===== config.mk =====
export PLATFORM = sky130hd
export DESIGN_NAME = syncSourceBlankSel
export DESIGN_NICKNAME = d
export VERILOG_FILES = /design/src/rtl/syncSelPkg.sv /design/src/rtl/syncSelCtrl.sv /design/src/rtl/syncSelDatapath.sv /design/src/rtl/syncSourceBlankSel.sv
export SDC_FILE = /design/constraint.sdc
export NUM_CORES = 1
export LEC_CHECK = 0
export BUFFER_PORTS_ARGS = -buffer_cell sky130_fd_sc_hd__buf_2
export CORE_AREA = 2 2 39 41
export DETAILED_ROUTE_END_ITERATION = 8
export DIE_AREA = 0 0 41 43
export HOLD_SLACK_MARGIN = 0.15
export PLACE_DENSITY_LB_ADDON = 0.1
export SLEW_MARGIN = 40
export SYNTH_ARGS = -nofsm -noshare
export SYNTH_HDL_FRONTEND = slang
export SYNTH_HIERARCHICAL = 1
export SYNTH_SLANG_ARGS = --single-unit

===== constraint.sdc =====
create_clock -name clk -period 1.2 [get_ports clk]
set_input_delay 0 -clock clk [delete_from_list [all_inputs] [get_ports clk]]
set_output_delay 0 -clock clk [all_outputs]
set_load 0.1 [all_outputs]

===== src/rtl/syncSelPkg.sv =====
package syncSelPkg;

  typedef enum logic [1:0] {
    SRC_OFF   = 2'b00,
    SRC_AUTO  = 2'b01,
    SRC_VSYNC = 2'b10,
    SRC_CV    = 2'b11
  } srcCodeT;

  // Registered decisions passed from control to datapath
  typedef struct packed {
    logic useCv;   // composite is the vertical source
    logic hMask;   // suppress HBLANK during selected vertical sync
    logic hPres;
    logic vPres;
    logic cvPres;
    logic hOff;
    logic vOff;
    logic hInv;
    logic vInv;
  } selStrobeT;

endpackage


===== src/rtl/syncSelCtrl.sv =====
module syncSelCtrl
  import syncSelPkg::*;
(
  input  logic       clk,
  input  logic       rstN,
  input  logic [1:0] srcSel,
  input  logic       hPresent,
  input  logic       vPresent,
  input  logic       cvPresent,
  input  logic       noInsert,
  input  logic       hBlankNeg,
  input  logic       vBlankNeg,
  input  logic       hOffHigh,
  input  logic       vOffHigh,
  output selStrobeT  strobe
);

  srcCodeT   code;
  logic      autoFallback;
  logic      useCvNext;
  selStrobeT strobeNext;

  assign code         = srcCodeT'(srcSel);
  assign autoFallback = cvPresent & ~vPresent;

  always_comb begin
    unique case (code)
      SRC_CV:   useCvNext = 1'b1;
      SRC_AUTO: useCvNext = autoFallback;
      default:  useCvNext = 1'b0;
    endcase
  end

  always_comb begin
    strobeNext.useCv  = useCvNext;
    strobeNext.hMask  = useCvNext & noInsert;
    strobeNext.hPres  = hPresent;
    strobeNext.vPres  = vPresent;
    strobeNext.cvPres = cvPresent;
    strobeNext.hOff   = hOffHigh;
    strobeNext.vOff   = vOffHigh;
    strobeNext.hInv   = hBlankNeg;
    strobeNext.vInv   = vBlankNeg;
  end

  always_ff @(posedge clk or negedge rstN) begin
    if (!rstN) strobe <= '0;
    else       strobe <= strobeNext;
  end


  auto_fallback_chk: assert property (@(posedge clk) disable iff (!rstN)
    (srcSel == 2'b01 && cvPresent && !vPresent) |=> strobe.useCv);


  auto_keep_v_chk: assert property (@(posedge clk) disable iff (!rstN)
    (srcSel == 2'b01 && !(cvPresent && !vPresent)) |=> !strobe.useCv);


  no_cv_when_off_chk: assert property (@(posedge clk) disable iff (!rstN)
    (srcSel == 2'b00 || srcSel == 2'b10) |=> !strobe.useCv);


  forced_cv_chk: assert property (@(posedge clk) disable iff (!rstN)
    (srcSel == 2'b11) |=> strobe.useCv);


  mask_needs_cv_chk: assert property (@(posedge clk) disable iff (!rstN)
    strobe.hMask |-> strobe.useCv);

endmodule


===== src/rtl/syncSelDatapath.sv =====
module syncSelDatapath
  import syncSelPkg::*;
#(
  parameter int SYNC_STAGES = 2
) (
  input  logic      clk,
  input  logic      rstN,
  input  logic      hsyncIn,
  input  logic      vsyncIn,
  input  logic      cvsyncIn,
  input  selStrobeT strobe,
  output logic      vsyncOut,
  output logic      hBlankOut,
  output logic      vBlankOut
);

  localparam int NUM_SYNC = 3;
  localparam int IDX_H    = 0;
  localparam int IDX_V    = 1;
  localparam int IDX_CV   = 2;

  logic [NUM_SYNC-1:0] rawIn;
  logic [NUM_SYNC-1:0] syncd;
  logic                hEff, vEff, cvEff, vSel, hAct;

  assign rawIn = {cvsyncIn, vsyncIn, hsyncIn};

  for (genvar g = 0; g < NUM_SYNC; g++) begin : gSync
    logic [SYNC_STAGES-1:0] chain;
    always_ff @(posedge clk or negedge rstN) begin
      if (!rstN) chain <= '0;
      else       chain <= {chain[SYNC_STAGES-2:0], rawIn[g]};
    end
    assign syncd[g] = chain[SYNC_STAGES-1];
  end

  always_comb begin
    hEff  = strobe.hPres ? syncd[IDX_H] : strobe.hOff;
    vEff  = strobe.vPres ? syncd[IDX_V] : strobe.vOff;
    cvEff = strobe.cvPres & syncd[IDX_CV];
    vSel  = strobe.useCv ? cvEff : vEff;
    hAct  = hEff & ~(strobe.hMask & vSel);
  end

  always_ff @(posedge clk or negedge rstN) begin
    if (!rstN) begin
      vsyncOut  <= 1'b0;
      hBlankOut <= 1'b0;
      vBlankOut <= 1'b0;
    end else begin
      vsyncOut  <= vSel;
      hBlankOut <= hAct ^ strobe.hInv;
      vBlankOut <= vSel ^ strobe.vInv;
    end
  end


  vblank_tracks_vsync_chk: assert property (@(posedge clk) disable iff (!rstN)
    1'b1 |=> ((vBlankOut ^ vsyncOut) == $past(strobe.vInv)));


  h_off_level_chk: assert property (@(posedge clk) disable iff (!rstN)
    (!strobe.hPres && !strobe.hMask) |=> (hBlankOut == ($past(strobe.hOff) ^ $past(strobe.hInv))));


  h_masked_chk: assert property (@(posedge clk) disable iff (!rstN)
    (strobe.hMask && vSel) |=> (hBlankOut == $past(strobe.hInv)));

endmodule


===== src/rtl/syncSourceBlankSel.sv =====
module syncSourceBlankSel
  import syncSelPkg::*;
#(
  parameter int SYNC_STAGES = 2
) (
  input  logic       clk,
  input  logic       rstN,
  input  logic       hsyncIn,
  input  logic       vsyncIn,
  input  logic       cvsyncIn,
  input  logic       hPresent,
  input  logic       vPresent,
  input  logic       cvPresent,
  input  logic [1:0] srcSel,
  input  logic       noInsert,
  input  logic       hBlankNeg,
  input  logic       vBlankNeg,
  input  logic       hOffHigh,
  input  logic       vOffHigh,
  output logic       vsyncOut,
  output logic       hBlankOut,
  output logic       vBlankOut
);

  selStrobeT strobe;

  syncSelCtrl uCtrl (
    .clk       (clk),
    .rstN      (rstN),
    .srcSel    (srcSel),
    .hPresent  (hPresent),
    .vPresent  (vPresent),
    .cvPresent (cvPresent),
    .noInsert  (noInsert),
    .hBlankNeg (hBlankNeg),
    .vBlankNeg (vBlankNeg),
    .hOffHigh  (hOffHigh),
    .vOffHigh  (vOffHigh),
    .strobe    (strobe)
  );

  syncSelDatapath #(.SYNC_STAGES(SYNC_STAGES)) uPath (
    .clk       (clk),
    .rstN      (rstN),
    .hsyncIn   (hsyncIn),
    .vsyncIn   (vsyncIn),
    .cvsyncIn  (cvsyncIn),
    .strobe    (strobe),
    .vsyncOut  (vsyncOut),
    .hBlankOut (hBlankOut),
    .vBlankOut (vBlankOut)
  );


  reset_quiet_chk: assert property (@(posedge clk)
    !rstN |=> (!rstN -> (!vsyncOut && !hBlankOut && !vBlankOut)));

endmodule


==> results by group, run 1 <==
Detailed routing
  – DRT iter0 DRCs: 1
  – DR vias/cell: 4.450
  – Post-DRT Antenna Nets: 0
  – Vias: 356
  – DR DRC count: 0
  – Post-Route WL: 862 um
  – DR pass1 iterations: 2
  – Routed wire per std cell: 10.78 um

Final layout
  – Ant. Diodes: 0
  – Most frequent cells in the layout: dfrtp_1 (18), buf_2 (17), dlygate4sd3_1 (14)
  – Fillers: 122
  – Multi-input gate area: 110.1 sq um
  – Final nets: 81
  – Layout area overhead: 47.45%
  – Ratio of cells with drive above 1 in the final layout: 0.3750
  – Commonest non-fill, non-tap cell in the layout: dfrtp_1
  – Register area: 450.4 sq um
  – Design area: 832.0 sq um

Setup path
  – Worst R2R Start: uCtrl/strobe[5]$_DFF_PN0_
  – CP required: 1370 ps
  – Critical path arrival: 1230 ps
  – Reg2reg setup slack: 140 ps
  – Classification of the worst setup path: reg -> reg
  – CP endpoint: uPath/vBlankOut$_DFF_PN0_
  – Critical Path End Type: flop
  – Reg2reg end: uPath/vBlankOut$_DFF_PN0_
  – Crit-path slowest cell: dfrtp_1
  – CP Launch Type: flop
  – Largest stage delay, worst path: 350 ps
  – CP startpoint: uCtrl/strobe[5]$_DFF_PN0_
  – Depth of the worst register-to-register path: 3
  – CP max FO: 2
  – Crit path cell chain: mux2i_1 -> mux2i_2 -> xor2_1

Flow run
  – Max-cap violations: 0

CTS
  – H-tree Lvls: 1
  – Sink Count: 18
  – Clock buffer depth: 2
  – Clk_lat worst skew: 280 ps
  – Clock root buffer master: clkbuf_4
  – Clock Pin Slew Worst Setup and Hold Paths: 90 ps
  – CTS tree: done
  – Resized cells post-CTS: 0
  – TritonCTS buffer count: 3

Global route
  – GRT Residual Overflow: 0
  – Largest net degree at the start of global routing: 19
  – Vias in the first global route: 348
  – Tot GR Track Use: 0.1290
  – First-pass GRT wire length: 1.449 mm
  – Antenna violations before repair: 0

Place
  – Placed Instance Area: 669.4 sq um
  – Port bufs: 17
  – Final RePlAce weighted congestion: 0.6342

Logic synthesis
  – Leading area contributor after synthesis: dfrtp_1
  – Synth unique cells: 13
  – Average size of a mapped cell: 18.81 sq um
  – Seq/Total Area, Yosys: 0.7982
  – Ys Warns: 6
  – Synth Instances: 30
  – Syn nets: 45
  – Area fraction of the dominant cell type after synthesis: 0.7982
  – Synth top area cells: dfrtp_1 (80%), o311ai_2 (2.9%), mux2i_2 (2.4%), nor2b_4 (2.4%), mux2_2 (2.0%)
  – Synth Cell Area: 564.3 sq um
  – Number of synthesized register bits: 18

Power and ir drop
  – Maximum vdd drop: 0.0007350 V
  – Power per cell area: 1384 nW/um^2
  – Static Leakage: 0.4005 nW
  – Pwr Total: 1.152 mW

Timing
  – Period minus WS final: 1064 ps
  – Period utilization: 0.8868
  – Final worst clock skew: 1.766 ps
  – RSZ-0062 raised after global routing: false
  – Setup TNS: 0 ps
  – Worst slew pin tran: 484.7 ps
  – Setup Viol. Count Final: 0
  – Fin. max-slew vios: 0
  – Final Hold Fails: 0
  – Rel. slew slack: 0.6791
  – FMAX: 0.9397 GHz

Floorplanning
  – Die Span X: 41 um
  – DIE AREA: 1763 sq um
  – Initial Utilization: 0.4078
  – CORE AREA: 1384 sq um
  – Die H: 43 um
  – Rows: 14
  – Top-level I/O count: 18

Hold path
  – Worst hold path type: in -> async

Status
  – Status: complete, no violations
-- Yosys cell counts --
master and instances:
dfrtp_1 18, inv_1 1, mux2_2 1, mux2i_1 1, mux2i_2 1, nand2_1 1, nand4_1 1, nor2b_4 1
o211a_1 1, o21a_1 1, o311ai_2 1, xnor2_1 1, xor2_1 1
-- per-stage QoR --
stage                     utilization  hold slack [ps]  cells  worst slack, ps
final                          0.6013            165.0     80            135.8
after global routing           0.6013            186.6     80            51.70
after CTS                      0.6013            172.3     80            109.7
after detailed placement       0.4837           -59.07     63            134.0
after global placement         0.4837           -69.28     63            192.0
after floorplan                     -           -295.6     30            219.8
-- worst min-delay path by stage --
stage | slack, ps | cells past startpoint | endpoint | start
after global placement | -70 | 1 | uCtrl/strobe[6]$_DFF_PN0_ | rstN
after CTS | 170 | 2 | uCtrl/strobe[6]$_DFF_PN0_ | rstN
final | 160 | 2 | uCtrl/strobe[3]$_DFF_PN0_ | rstN
after floorplan | -300 | 0 | uCtrl/strobe[0]$_DFF_PN0_ | rstN
after global routing | 190 | 2 | uPath/gSync[0].chain[1]$_DFF_PN0_ | rstN
after detailed placement | -60 | 1 | uCtrl/strobe[6]$_DFF_PN0_ | rstN
-- cells by family after synthesis --
family / synth area share
xor+xnor: 0.03105
compound gates: 0.05988
mux: 0.06208
simple gates: 0.04212
flops: 0.7982
buf+inv: 0.006646
-- timing repair --
| item | 4_1_cts | 5_1_grt |
|---|---|---|
| hold buffers | 14 | 0 |
| buffers inserted | 0 | 0 |
| hold endpoints to repair | 30 | 0 |
-- sequential cells by signal (all words and copies together) (netlist names) --
name and flops:
uPath/vBlankOut 1, uCtrl/strobe 9, uPath/vsyncOut 1, uPath/hBlankOut 1, uPath/gSync.chain 6
-- final cells by class --
type                            instances  area share
Sequential cell                        18      0.5414
Timing Repair Buffer                   31      0.2707
Multi-Input combinational cell         11      0.1323
Clock buffer                            3     0.02707
Tap cell                               16     0.02406
Inverter                                1    0.004511
-- worst max-delay path, delay by kind of cell, from the launching register on --
kind | cells | cell delay [ps]
muxes | 2 | 450
xor gates and xnor gates | 1 | 150
DFF | 1 | 350
-- report_power, final --
part	switching, mW	leakage (nW)	total [mW]	internal [mW]
clock network	0.160	0.0138	0.276	0.116
registers	0.0143	0.213	0.659	0.645
logic	0.142	0.174	0.217	0.0753
-- routing by layer --
metal  wire length (um)  share of wire  track usage
met5                  0              0            0
met1                329           0.38       0.1444
met2                480           0.56       0.1969
met3                 47          0.055      0.03141
met4                  4         0.0046       0.1000
Note: power is estimated with default switching activity, not from simulation.
==> run 2, diff against run 1 <==
Settings changed: ABC_AREA set to 1.
==> run 2 against run 1 <==
Die area unchanged. Final cell count increased by 20%. Non-clock buffer count unchanged. Area after synthesis increased by 3.1%. Critical path depth decreased by 2. Critical endpoint is now vsyncOut. Largest cell class unchanged.
==> results by group, run 2 <==
Global route
  – Largest net degree at the start of global routing: 19
  – Antenna violations before repair: 0
  – Tot GR Track Use: 0.1522
  – Vias in the first global route: 430
  – GRT Residual Overflow: 0
  – First-pass GRT wire length: 1.642 mm

Final layout
  – Layout area overhead: 48.39%
  – Ratio of cells with drive above 1 in the final layout: 0.3375
  – Top flop regs: uCtrl/strobe x9, uPath/gSync.chain x6
  – Most frequent cells in the layout: dfrtp_1 (18), buf_2 (17), dlygate4sd3_1 (14)
  – Fillers: 125
  – Fin cells: 96
  – Biggest register: uCtrl/strobe
  – Ant. Diodes: 0
  – Number of flip-flops in the largest register: 9
  – Final nets: 96
  – Multi-input gate area: 97.59 sq um
  – Commonest non-fill, non-tap cell in the layout: dfrtp_1
  – Register area: 450.4 sq um

Power and ir drop
  – Sequential share of power: 0.536
  – Switching share of power: 0.2639
  – Maximum vdd drop: 0.0006510 V
  – Power per cell area: 1415 nW/um^2
  – Internal power: 0.8991 mW
  – Switching power: 0.3224 mW
  – Clock power share: 0.288
  – Comb pwr share: 0.176
  – Pwr Total: 1.221 mW
  – Static Leakage: 0.4551 nW

Setup path
  – Critical Path End Type: primary output
  – CP Launch Type: flop
  – Crit path cell chain: buf_2
  – Worst R2R Start: uCtrl/strobe[5]$_DFF_PN0_
  – Critical path arrival: 1030 ps
  – Classification of the worst setup path: reg -> out
  – Depth of the worst register-to-register path: 6
  – CP max FO: 1
  – Largest stage delay, worst path: 410 ps
  – Reg2reg end: uPath/hBlankOut$_DFF_PN0_
  – CP required: 1200 ps
  – Buf/Inv on CP: 1
  – Crit-path slowest cell: buf_2
  – CP top delay family: buffers and inverters
  – Reg2reg setup slack: 310 ps

Floorplanning
  – Die Span X: 41 um
  – DIE AREA: 1763 sq um
  – Rows: 14
  – Initial Utilization: 0.4204
  – Die H: 43 um
  – Top-level I/O count: 18
  – CORE AREA: 1384 sq um

Detailed routing
  – DRT iter0 DRCs: 1
  – DR vias/cell: 4.073
  – DR DRC count: 0
  – Routed wire per std cell: 9.354 um
  – Post-Route WL: 898 um
  – Vias: 391
  – DR pass1 iterations: 2
  – Post-DRT Antenna Nets: 0

Timing
  – Worst slew pin tran: 485.4 ps
  – Period utilization: 0.8553
  – Final worst clock skew: 1.318 ps
  – Setup slack after layout: 173.7 ps
  – WHS: 157.2 ps
  – Rel. slew slack: 0.6786
  – Final Hold Fails: 0
  – RSZ-0062 raised after global routing: false
  – Setup Viol. Count Final: 0
  – Fin. max-slew vios: 0
  – Period minus WS final: 1026 ps
  – Setup TNS: 0 ps
  – FMAX: 0.9743 GHz

Logic synthesis
  – Ys Warns: 6
  – Most common cell in the synthesized netlist: dfrtp_1
  – FFs w/ async S/R, synth: 1.000
  – Synth Instances: 45
  – Area fraction of the dominant cell type after synthesis: 0.7742
  – Seq/Total Area, Yosys: 0.7742
  – Synth top area cells: dfrtp_1 (77%), inv_1 (5.8%), nand2_1 (5.8%), nand3_2 (3.4%), nand2_2 (3.2%)
  – Post-synth EDFFs: 0
  – Number of synthesized register bits: 18
  – Commonest cells post-synth: dfrtp_1 (18), inv_1 (9), nand2_1 (9), nand2_2 (3), nand3_2 (2)
  – Synth Cell Area: 581.8 sq um
  – Top FF cell, synth: dfrtp_1
  – Synth unique cells: 9
  – Leading area contributor after synthesis: dfrtp_1
  – Syn nets: 60
  – Average size of a mapped cell: 12.93 sq um

CTS
  – Resized cells post-CTS: 0
  – CTS tree: done
  – Hold buffers post-CTS: 14
  – Sink Count: 18
  – Clock root buffer master: clkbuf_4
  – TritonCTS buffer count: 3
  – Setup bufs post-CTS: 0
  – Clock Pin Slew Worst Setup and Hold Paths: 90 ps
  – Clk_lat worst skew: 280 ps
  – Clock buffer depth: 2
  – H-tree Lvls: 1

Place
  – Hpwl dp: 561.7 um
  – Dpl ws: 319.5 ps
  – Port bufs: 17
  – Final RePlAce weighted congestion: 0.6324
  – Placed cell count: 78

Status
  – Status: complete, no violations

Hold path
  – Worst hold path type: in -> async

Flow run
  – Max-cap violations: 0
==> run 2: cell count changes after synthesis, moves of 2 or more <==
cell,delta
inv_1,+8
nand3_2,+2
nand2_2,+3
nand2_1,+8
==> run 2: per-layer routing <==
metal,part of all wire,vias to the layer above,track usage
li1,-,201,-
met1,0.37,178,0.1281
met2,0.57,12,0.2719
met3,0.059,0,0.07853
met4,0,0,0.06000
met5,0,-,0
==> run 2: worst register-to-register path, delay by kind of cell (launching register included) <==
family | cells | cell delay, ps
flops | 1 | 390
simple gates | 6 | 410
==> run 2: kinds of logic after synthesis <==
logic type,count (synthesis),share of synthesized area
simple gates,16,0.1441
buf+inv,9,0.05806
compound gates,1,0.008594
xor+xnor,1,0.01506
flops,18,0.7742
==> run 2: power by group through the flow <==
stage                     sequential [mW]  clock (mW)  combinational [mW]
after CTS                           0.656       0.372               0.217
final                               0.655       0.351               0.215
after global routing                0.660       0.409               0.233
after global placement              0.668           0               0.179
after detailed placement            0.668           0               0.182
after floorplan                     0.760           0              0.0356
==> run 2: through the flow <==
step	util	instance area, sq um
finish	0.6239	863.3
global route	0.6239	863.3
CTS	0.6239	863.3
detailed placement	0.4964	686.9
global placement	0.4964	686.9
floorplan	-	581.8
==> run 2: worst max path at each step <==
| stage | end | cells after the start | start |
|---|---|---|---|
| 5_1_grt | vBlankOut | 1 | uPath/vBlankOut$_DFF_PN0_ |
| 2_1_floorplan | hBlankOut | 0 | uPath/hBlankOut$_DFF_PN0_ |
| 3_3_place_gp | uPath/hBlankOut$_DFF_PN0_ | 6 | uCtrl/strobe[5]$_DFF_PN0_ |
| 3_5_place_dp | uPath/hBlankOut$_DFF_PN0_ | 6 | uCtrl/strobe[5]$_DFF_PN0_ |
| 6_report | vsyncOut | 1 | uPath/vsyncOut$_DFF_PN0_ |
| 4_1_cts | vsyncOut | 1 | uPath/vsyncOut$_DFF_PN0_ |
==> run 2: area by class of cell <==
class / count / share of cell area
well taps: 16 / 0.02319
clock buffers: 4 / 0.04203
repair buffers: 31 / 0.2609
multi-input cells: 18 / 0.1130
flip-flops and latches: 18 / 0.5217
inverters: 9 / 0.03913
==> run 3, diff against run 2 <==
Settings changed: CORE_AREA 2 2 39 41 to not set, CORE_ASPECT_RATIO set to 1.75, CORE_UTILIZATION set to 25, DIE_AREA 0 0 41 43 to not set, RECOVER_POWER set to 25.
==> run 3 against run 2 <==
Critical endpoint is now hBlankOut. Largest power group unchanged. Core utilization is 22 points lower. First-iteration DRC count grew to 5.0 times the previous value. Final area is 1.0% higher. Combinational power hardly changed. Flip-flop and latch count stayed put.
==> results by group, run 3 (same netlist as run 2, synthesis figures left out) <==
Status
  – Status: complete, no violations

Setup path
  – CP top delay family: buffers and inverters
  – CP required: 1200 ps
  – Critical path arrival: 1030 ps
  – Crit-path slowest cell: buf_2
  – Critical Path End Type: primary output
  – CP max FO: 1
  – Classification of the worst setup path: reg -> out
  – Largest stage delay, worst path: 410 ps
  – CP Launch Type: flop
  – Buf/Inv on CP: 1
  – Crit path cell chain: buf_2

Flow run
  – Max-cap violations: 0

Global route
  – Tot GR Track Use: 0.08261
  – First-pass GRT wire length: 1.380 mm
  – GRT Residual Overflow: 0
  – Largest net degree at the start of global routing: 19
  – Antenna violations before repair: 0
  – Vias in the first global route: 353

Power and ir drop
  – Clock power share: 0.291
  – Maximum vdd drop: 0.0005478 V
  – Sequential share of power: 0.535
  – Static Leakage: 0.4524 nW
  – Switching share of power: 0.2651
  – Power per cell area: 1402 nW/um^2
  – Switching power: 0.3241 mW
  – Internal power: 0.8984 mW
  – Comb pwr share: 0.174

Timing
  – Fin. max-slew vios: 0
  – Setup TNS: 0 ps
  – Setup slack after layout: 172.5 ps
  – Setup Viol. Count Final: 0
  – Rel. slew slack: 0.6795
  – RSZ-0062 raised after global routing: false
  – Final Hold Fails: 0
  – Period minus WS final: 1028 ps
  – FMAX: 0.9732 GHz
  – Final worst clock skew: 0.7153 ps
  – Worst slew pin tran: 484.1 ps
  – Period utilization: 0.8563

Detailed routing
  – Vias: 407
  – DR DRC count: 0
  – Routed wire per std cell: 8.010 um
  – DRT iter0 DRCs: 5
  – Post-Route WL: 833 um
  – Post-DRT Antenna Nets: 0
  – DR vias/cell: 3.913
  – DR pass1 iterations: 2

Final layout
  – Commonest non-fill, non-tap cell in the layout: dfrtp_1
  – Most frequent cells in the layout: dfrtp_1 (18), buf_2 (16), dlygate4sd3_1 (14)
  – Layout area overhead: 49.89%
  – Ratio of cells with drive above 1 in the final layout: 0.3250
  – Fillers: 216
  – Final nets: 96
  – Top flop regs: uCtrl/strobe x9, uPath/gSync.chain x6
  – Biggest register: uCtrl/strobe
  – Ant. Diodes: 0
  – Number of flip-flops in the largest register: 9

Hold path
  – Worst hold path type: in -> async

Floorplanning
  – Rows: 22
  – CORE AREA: 2147 sq um
  – Die Span X: 38.47 um
  – Die H: 65.82 um
  – Initial Utilization: 0.2710
  – DIE AREA: 2532 sq um
  – Top-level I/O count: 18

CTS
  – Clock root buffer master: clkbuf_4
  – Clock buffer depth: 2
  – Sink Count: 18
  – Resized cells post-CTS: 0
  – Clk_lat worst skew: 280 ps
  – H-tree Lvls: 1
  – CTS tree: done
  – TritonCTS buffer count: 3
  – Clock Pin Slew Worst Setup and Hold Paths: 100 ps

Place
  – Hpwl dp: 566.1 um
  – Port bufs: 17
  – Final RePlAce weighted congestion: 0.5947
  – Dpl ws: 249.5 ps
==> run 3: cell types whose count changed in the layout (fill, tap and decap cells not counted) <==
cell / previous run / this run
buf_2: 17 / 16
clkbuf_1: 0 / 1
==> run 3: path summary, 6_finish.rpt <==
path	slack, ps	cells after the start	start	to
max	170	1	uPath/hBlankOut$_DFF_PN0_	hBlankOut
min	160	2	rstN	uPath/vBlankOut$_DFF_PN0_
max reg2reg	270	4	uCtrl/strobe[6]$_DFF_PN0_	uPath/hBlankOut$_DFF_PN0_
min reg2reg	360	0	uPath/gSync[2].chain[0]$_DFF_PN0_	uPath/gSync[2].chain[1]$_DFF_PN0_
max in group asynchronous	760	2	rstN	uCtrl/strobe[7]$_DFF_PN0_
min in group clk	350	2	vOffHigh	uCtrl/strobe[2]$_DFF_PN0_
==> run 3: layout make-up <==
class / count / area [sq um] / share of cell area
clock buffer: 4 / 36.28 / 0.04161
inverter: 9 / 33.78 / 0.03874
multi-input combinational: 18 / 97.59 / 0.1119
sequential: 18 / 450.4 / 0.5165
tap: 24 / 30.03 / 0.03443
timing repair buffer: 31 / 224.0 / 0.2568
==> run 3: through the flow <==
step                      area, sq um  hold WS, ps  instances  power (mW)  utilization
after floorplan                 581.8       -295.6         45      0.7952            -
after global placement          696.9       -50.05         86      0.8482       0.3246
after detailed placement        696.9       -48.70         86      0.8498       0.3246
after CTS                       873.3        168.4        104       1.248       0.4068
after global routing            872.1        191.5        104       1.290       0.4062
final                           872.1        161.4        104       1.223       0.4062
==> run 3: repair_timing <==
action	CTS	global route
hold buffers	14	0
buffers inserted	0	0
endpoints found under the hold margin	30	0
setup endpoints to repair	0	0
==> run 3: routing by layer <==
metal | track usage | up-vias | share of wire
met2 | 0.1335 | 14 | 0.59
met3 | 0.03030 | 2 | 0.047
li1 | - | 200 | -
met5 | 0 | - | 0
met4 | 0.06466 | 0 | 0.017
met1 | 0.07965 | 191 | 0.35
==> run 3: power groups by stage <==
| stage | Clock [mW] | Sequential [mW] | Combinational (mW) |
|---|---|---|---|
| after global routing | 0.401 | 0.659 | 0.230 |
| final | 0.355 | 0.655 | 0.213 |
| after detailed placement | 0 | 0.668 | 0.182 |
| after CTS | 0.376 | 0.656 | 0.216 |
| after global placement | 0 | 0.667 | 0.181 |
| after floorplan | 0 | 0.760 | 0.0356 |
